### config.mk
export PLATFORM = sky130hd
export DESIGN_NAME = mig_predictor
export DESIGN_NICKNAME = d
export VERILOG_FILES = /design/src/rtl/mig_pred_pkg.sv /design/src/rtl/mig_run_tracker.sv /design/src/rtl/mig_table.sv /design/src/rtl/mig_predictor.sv
export SDC_FILE = /design/constraint.sdc
export NUM_CORES = 2
export LEC_CHECK = 0
export BUFFER_PORTS_ARGS = -buffer_cell sky130_fd_sc_hd__buf_4
export CAP_MARGIN = 30
export CORE_MARGIN = 2
export CORE_UTILIZATION = 30
export DETAILED_ROUTE_END_ITERATION = 8
export PLACE_DENSITY = 0.45
export SYNTH_ARGS = -nofsm -noshare
export SYNTH_HDL_FRONTEND = slang
export SYNTH_SLANG_ARGS = --single-unit
### constraint.sdc
create_clock -name clk -period 8.8 [get_ports clk]
set_input_delay 0.88 -clock clk [delete_from_list [all_inputs] [get_ports clk]]
set_output_delay 0.88 -clock clk [all_outputs]
set_load 0.01 [all_outputs]
### src/rtl/mig_pred_pkg.sv
package mig_pred_pkg;

    // Run-tracker request toward the table
    typedef enum logic [1:0] {
        TRK_NOP    = 2'd0,
        TRK_INSERT = 2'd1,
        TRK_INVAL  = 2'd2
    } trk_op_e;

    // Return-feedback request toward the table
    typedef enum logic [1:0] {
        FB_NOP    = 2'd0,
        FB_REMOVE = 2'd1,
        FB_SHRINK = 2'd2,
        FB_GROW   = 2'd3
    } fb_op_e;

    // Return reason codes on the report port
    localparam logic [1:0] REASON_OVERFLOW  = 2'd1;
    localparam logic [1:0] REASON_UNDERFLOW = 2'd2;

    // Default sizes for a fresh entry
    localparam int DEF_MAIN_SZ = 8;
    localparam int DEF_AUX_SZ  = 0;

endpackage

### src/rtl/mig_run_tracker.sv
module mig_run_tracker
    import mig_pred_pkg::*;
#(
    parameter int PC_W   = 32,
    parameter int CORE_W = 7,
    parameter int CNT_W  = 8
) (
    input  logic              clk,
    input  logic              rst,
    input  logic              acc_valid,
    input  logic [PC_W-1:0]   acc_pc,
    input  logic [CORE_W-1:0] acc_home,
    input  logic [CNT_W-1:0]  theta,
    output trk_op_e           op,
    output logic [PC_W-1:0]   op_pc
);

    logic              live_q, live_d;
    logic [CORE_W-1:0] home_q, home_d;
    logic [CNT_W-1:0]  depth_q, depth_d;
    logic [PC_W-1:0]   start_q, start_d;

    always_comb begin
        op      = TRK_NOP;
        op_pc   = start_q;
        live_d  = live_q;
        home_d  = home_q;
        depth_d = depth_q;
        start_d = start_q;
        if (acc_valid) begin
            if (live_q && acc_home == home_q) begin
                if (depth_q < theta) depth_d = depth_q + 1'b1;
                else                 op      = TRK_INSERT;
            end else begin
                if (live_q && depth_q < theta) op = TRK_INVAL;
                live_d  = 1'b1;
                home_d  = acc_home;
                start_d = acc_pc;
                depth_d = CNT_W'(1);
            end
        end
    end

    always_ff @(posedge clk) begin
        if (rst) begin
            live_q  <= 1'b0;
            home_q  <= '0;
            depth_q <= '0;
            start_q <= '0;
        end else begin
            live_q  <= live_d;
            home_q  <= home_d;
            depth_q <= depth_d;
            start_q <= start_d;
        end
    end

endmodule

### src/rtl/mig_table.sv
module mig_table
    import mig_pred_pkg::*;
#(
    parameter int PC_W     = 32,
    parameter int ALIGN    = 2,
    parameter int ENTRIES  = 32,
    parameter int MAIN_MAX = 16,
    parameter int AUX_MAX  = 8,
    parameter int MAIN_MIN = 1,
    parameter int DEF_MAIN = DEF_MAIN_SZ,
    parameter int DEF_AUX  = DEF_AUX_SZ,
    localparam int MAIN_W  = $clog2(MAIN_MAX + 1),
    localparam int AUX_W   = $clog2(AUX_MAX + 1)
) (
    input  logic              clk,
    input  logic              rst,
    input  logic [PC_W-1:0]   lk_pc,
    output logic              lk_hit,
    output logic [MAIN_W-1:0] lk_main,
    output logic [AUX_W-1:0]  lk_aux,
    input  trk_op_e           trk_op,
    input  logic [PC_W-1:0]   trk_pc,
    input  fb_op_e            fb_op,
    input  logic [PC_W-1:0]   fb_pc
);

    localparam int IDX_W = $clog2(ENTRIES);
    localparam int TAG_W = PC_W - IDX_W - ALIGN;
    localparam logic [MAIN_W-1:0] MAX_L = MAIN_W'(MAIN_MAX);
    localparam logic [MAIN_W-1:0] MIN_L = MAIN_W'(MAIN_MIN);

    typedef struct packed {
        logic              v;
        logic [TAG_W-1:0]  tag;
        logic [MAIN_W-1:0] main;
        logic [AUX_W-1:0]  aux;
    } ent_t;

    ent_t tbl_q [ENTRIES];

    function automatic logic [IDX_W-1:0] idx_of(input logic [PC_W-1:0] pc);
        return pc[ALIGN +: IDX_W];
    endfunction

    function automatic logic [TAG_W-1:0] tag_of(input logic [PC_W-1:0] pc);
        return pc[PC_W-1 -: TAG_W];
    endfunction

    ent_t lk_ent;
    always_comb begin
        lk_ent  = tbl_q[idx_of(lk_pc)];
        lk_hit  = lk_ent.v && lk_ent.tag == tag_of(lk_pc);
        lk_main = lk_ent.main;
        lk_aux  = lk_ent.aux;
    end

    // A tracker write that changes an entry wins over feedback on that index
    always_ff @(posedge clk) begin
        if (rst) begin
            for (int i = 0; i < ENTRIES; i++) tbl_q[i] <= '0;
        end else begin
            for (int i = 0; i < ENTRIES; i++) begin
                logic trk_here, trk_match, fb_match, ins_eff, inv_eff;
                trk_here  = idx_of(trk_pc) == IDX_W'(i);
                trk_match = tbl_q[i].v && tbl_q[i].tag == tag_of(trk_pc);
                fb_match  = idx_of(fb_pc) == IDX_W'(i) && tbl_q[i].v
                            && tbl_q[i].tag == tag_of(fb_pc);
                ins_eff   = trk_here && trk_op == TRK_INSERT && !trk_match;
                inv_eff   = trk_here && trk_op == TRK_INVAL && trk_match;
                if (ins_eff) begin
                    tbl_q[i].v    <= 1'b1;
                    tbl_q[i].tag  <= tag_of(trk_pc);
                    tbl_q[i].main <= MAIN_W'(DEF_MAIN);
                    tbl_q[i].aux  <= AUX_W'(DEF_AUX);
                end else if (inv_eff) begin
                    tbl_q[i].v <= 1'b0;
                end else if (fb_match) begin
                    case (fb_op)
                        FB_REMOVE: tbl_q[i].v <= 1'b0;
                        FB_SHRINK: if (tbl_q[i].main > MIN_L) tbl_q[i].main <= tbl_q[i].main - 1'b1;
                        FB_GROW:   if (tbl_q[i].main < MAX_L) tbl_q[i].main <= tbl_q[i].main + 1'b1;
                        default: ;
                    endcase
                end
            end
        end
    end

endmodule

### src/rtl/mig_predictor.sv
module mig_predictor
    import mig_pred_pkg::*;
#(
    parameter int PC_W     = 32,
    parameter int CORE_W   = 7,
    parameter int CNT_W    = 8,
    parameter int ALIGN    = 2,
    parameter int ENTRIES  = 32,
    parameter int MAIN_MAX = 16,
    parameter int AUX_MAX  = 8,
    localparam int MAIN_W  = $clog2(MAIN_MAX + 1),
    localparam int AUX_W   = $clog2(AUX_MAX + 1)
) (
    input  logic              clk,
    input  logic              rst,
    input  logic [CNT_W-1:0]  theta_i,
    input  logic              acc_valid_i,
    input  logic [PC_W-1:0]   acc_pc_i,
    input  logic [CORE_W-1:0] acc_home_i,
    input  logic              acc_core_miss_i,
    input  logic              acc_guest_i,
    input  logic [MAIN_W-1:0] acc_guest_main_i,
    input  logic [AUX_W-1:0]  acc_guest_aux_i,
    input  logic              ret_valid_i,
    input  logic [1:0]        ret_reason_i,
    input  logic [CNT_W-1:0]  ret_local_cnt_i,
    output logic              dec_valid_o,
    output logic              dec_migrate_o,
    output logic [MAIN_W-1:0] dec_main_o,
    output logic [AUX_W-1:0]  dec_aux_o
);

    trk_op_e           trk_op;
    logic [PC_W-1:0]   trk_pc;
    fb_op_e            fb_op;
    logic              lk_hit;
    logic [MAIN_W-1:0] lk_main;
    logic [AUX_W-1:0]  lk_aux;
    logic              mig_live_q;
    logic [PC_W-1:0]   mig_pc_q;
    logic              go_migrate;

    mig_run_tracker #(.PC_W(PC_W), .CORE_W(CORE_W), .CNT_W(CNT_W)) u_trk (
        .clk(clk), .rst(rst),
        .acc_valid(acc_valid_i), .acc_pc(acc_pc_i), .acc_home(acc_home_i),
        .theta(theta_i), .op(trk_op), .op_pc(trk_pc)
    );

    mig_table #(
        .PC_W(PC_W), .ALIGN(ALIGN), .ENTRIES(ENTRIES),
        .MAIN_MAX(MAIN_MAX), .AUX_MAX(AUX_MAX)
    ) u_tbl (
        .clk(clk), .rst(rst),
        .lk_pc(acc_pc_i), .lk_hit(lk_hit), .lk_main(lk_main), .lk_aux(lk_aux),
        .trk_op(trk_op), .trk_pc(trk_pc),
        .fb_op(fb_op), .fb_pc(mig_pc_q)
    );

    // Return feedback: a short stay removes, otherwise the reason tunes size
    always_comb begin
        fb_op = FB_NOP;
        if (ret_valid_i && mig_live_q) begin
            if (ret_local_cnt_i < theta_i)           fb_op = FB_REMOVE;
            else if (ret_reason_i == REASON_OVERFLOW)  fb_op = FB_SHRINK;
            else if (ret_reason_i == REASON_UNDERFLOW) fb_op = FB_GROW;
        end
    end

    assign go_migrate = acc_valid_i && acc_core_miss_i && lk_hit;

    always_ff @(posedge clk) begin
        if (rst) begin
            dec_valid_o   <= 1'b0;
            dec_migrate_o <= 1'b0;
            dec_main_o    <= '0;
            dec_aux_o     <= '0;
            mig_live_q    <= 1'b0;
            mig_pc_q      <= '0;
        end else begin
            dec_valid_o   <= acc_valid_i;
            dec_migrate_o <= go_migrate;
            dec_main_o    <= !go_migrate ? '0 : (acc_guest_i ? acc_guest_main_i : lk_main);
            dec_aux_o     <= !go_migrate ? '0 : (acc_guest_i ? acc_guest_aux_i : lk_aux);
            if (go_migrate && !acc_guest_i) begin
                mig_live_q <= 1'b1;
                mig_pc_q   <= acc_pc_i;
            end
        end
    end

endmodule

==> impl_metrics.csv <==
group,metric,value,unit
synthesis,yosysWarnings,0,
synthesis,syn_avg_cell_area,10.6,sq um
detailed_routing,ant_nets,0,
synthesis,synthCells,6867,
synthesis,synth_seq_cells,1080,
power_and_ir_drop,ir_worst_vdd,0.218,mV
synthesis,synthTopCellsByCount,"992 x edfxtp_1, 908 x xnor2_1, 756 x xor2_1",
cts,h-tree-depth,4,
detailed_routing,drt_iter0_markers,10300,
synthesis,synth_nets,7051,
timing,min_period,5.52,ns
timing,setup_ws,3.28,ns
synthesis,yosysMostFrequentCell,"edfxtp_1",
cts,cts_root_buffer,"clkbuf_16",
place,gp_congestion,1.03,
place,place_inst,9906,
timing,skew,0.0483,ns
synthesis,mappedNetlistArea,72900,sq um
die,die_h,497,um
place,dp.final_hpwl,284,mm
die,die_area,247000,sq um
timing,setup_viol,0,
synthesis,yosys-top-cells-area,"edfxtp_1 41%, xnor2_1 11%, xor2_1 9.1%, mux4_2 6.1%, nor2_1 3.6%",
global_route,grt_usage,0.315,
critical_path,crit_fanout,102,
critical_path,critPathArrivalTime,6.28,ns
cts,post_cts_resized,0,
hold_path,hold_class,"input port to flop",
critical_path,cp.required,9.55,ns
layout,layout.nets,7056,
global_route,grt_pass1_vias,58800,
synthesis,yosysUniqueCellTypes,92,
layout,syn2layout_area_growth,13.5,%
cts,clock_sinks,1080,
timing,worstMarginPinSlew,1.13,ns
die,start_util,0.302,
layout,final_cells,10200,
flow_run,max_cap_viol_count,0,
place,placed_area,77900,sq um
die,ios,83,
detailed_routing,wire_per_inst,39.4,um
cts,ctsHoldBuffers,0,
detailed_routing,viasPerCell,6.21,
synthesis,synth_flop_cell,"edfxtp_1",
cts,cts_tree,"built",
synthesis,yosysTopAreaCellShare,0.409,
timing,worst_slew_margin_rel,0.238,
global_route,grt_overflow_total,0,
timing,finalCritPeriodShare,0.628,
power_and_ir_drop,power_leakage,0.0296,uW
synthesis,synth_edf_count,992,
detailed_routing,drt_pass1_iterations,6,
global_route,grt_max_degree,106,
cts,clkTransAtPathRegs,0.05,ns
timing,slew_viol_final,0,
cts,cts_buffer_depth,3,
power_and_ir_drop,p_per_area,172,nW/um^2
synthesis,yosys.area.top_type,"edfxtp_1",
synthesis,synth-seq-area-share,0.433,
timing,rsz0062_at_grt,"no",
status,status,"finished clean",
die,die_w,497,um
die,core-area,241000,sq um
cts,cts_buffers,139,
layout,stdcell_area,82700,sq um
global_route,antenna_found_initial,25,
place,numPortBuffers,80,
critical_path,endpoint_kind,"flop",
global_route,grt_pass1_wl,533,mm
detailed_routing,drc,0,
timing,max_freq,0.181,GHz
layout,drive_above_1_share,0.127,
critical_path,path_class,"input port to flop",
place,dp_slack,2.75,ns
detailed_routing,routed_wl,402,mm
timing,tns,0,ns
die,rows,180,
synthesis,async_reset_ff_frac,0,
critical_path,worstSetupStartpointType,"input port",
cts,postCtsSetupBuffers,0,
timing,hold_violations,0,
cts,clk_latency,0.84,ns
detailed_routing,vias,63300,
-- final timing paths --
kind                                 from                         endpoint  slack (ns)  cells past startpoint
min reg2reg  u_trk.home_q[5]$_SDFFE_PP0P_     u_trk.home_q[5]$_SDFFE_PP0P_        0.47                      2
min                    acc_guest_aux_i[1]          dec_aux_o[1]$_SDFF_PP0_        0.30                      2
max reg2reg  u_trk.op_pc[13]$_SDFFE_PP0P_  u_tbl.tbl_q[3][4]$_SDFFCE_PN0P_        3.39                     10
max                           acc_pc_i[3]          dec_aux_o[3]$_SDFF_PP0_        3.28                     12
-- where the power goes --
part | internal, uW | leakage [uW] | switching (uW)
combinational | 696 | 0.0165 | 1220
sequential | 5840 | 0.0108 | 461
clock | 3470 | 0.00225 | 2510
-- flip-flops by register name, indices dropped and copies added (netlist names) --
| register | cells |
|---|---|
| dec_valid_o | 1 |
| dec_aux_o | 4 |
| u_trk.depth_q | 8 |
| dec_migrate_o | 1 |
| u_trk.home_q | 7 |
| u_trk.op_pc | 30 |
| u_trk.live_q | 1 |
| mig_pc_q | 30 |
| u_tbl.tbl_q | 992 |
| mig_live_q | 1 |
| dec_main_o | 5 |
-- layer usage --
metal  GRT usage  part of all wire  vias up
met2       0.452              0.41     4861
met5           0           0.00030        -
met4       0.181             0.070       11
li1            -                 -    25100
met3       0.113              0.13     1195
met1       0.406              0.39    32100
-- critical path: stages --
cell and delay [ns]:
buf_8 0.50, buf_12 0.62, mux2i_1 0.83, a22oi_1 0.21
nand3_1 0.20, nand4_1 0.17, xor2_1 0.17, a2111oi_0 0.60
and4_1 0.87, nand3_1 0.65, inv_2 0.25, and3_1 0.18
-- through the flow --
| stage | utilization | hold WS, ns | total power, uW |
|---|---|---|---|
| floorplan | - | 0.437 | 7300 |
| finish | 0.343 | 0.301 | 14200 |
| detailed placement | 0.323 | 0.460 | 8230 |
| global route | 0.343 | 0.275 | 14500 |
| CTS | 0.342 | 0.251 | 14100 |
| global placement | 0.321 | 0.453 | 8200 |
-- cell usage in the layout (no fill, tap or decap), types with 188 or more instances in the layout --
cell type / instances
xor2_1: 756
nand2_1: 323
nor2_1: 693
mux4_2: 197
buf_4: 308
nor4_1: 250
xnor2_1: 908
nand3_1: 195
edfxtp_1: 992
nand4_1: 330
a21oi_1: 188
-- cells by family after synthesis --
group | Yosys count | share of synthesized area
adders and majority gates | 112 | 0.0192
xor gates and xnor gates | 1664 | 0.200
and+or+nand+nor | 2235 | 0.154
buffers and inverters | 668 | 0.0397
AOI/OAI and AO/OA | 714 | 0.0660
muxes | 394 | 0.0883
DFF | 1080 | 0.433
-- layout make-up --
cell class	count	area (sq um)
Antenna cell	26	65.1
Sequential cell	1080	31600
Inverter	182	686
Clock inverter	72	801
Clock buffer	180	3830
Tap cell	3185	3990
Multi-Input combinational cell	5119	38600
Timing Repair Buffer	350	3130
Fill cell	24000	158000
(Power assumes the default switching activity.)
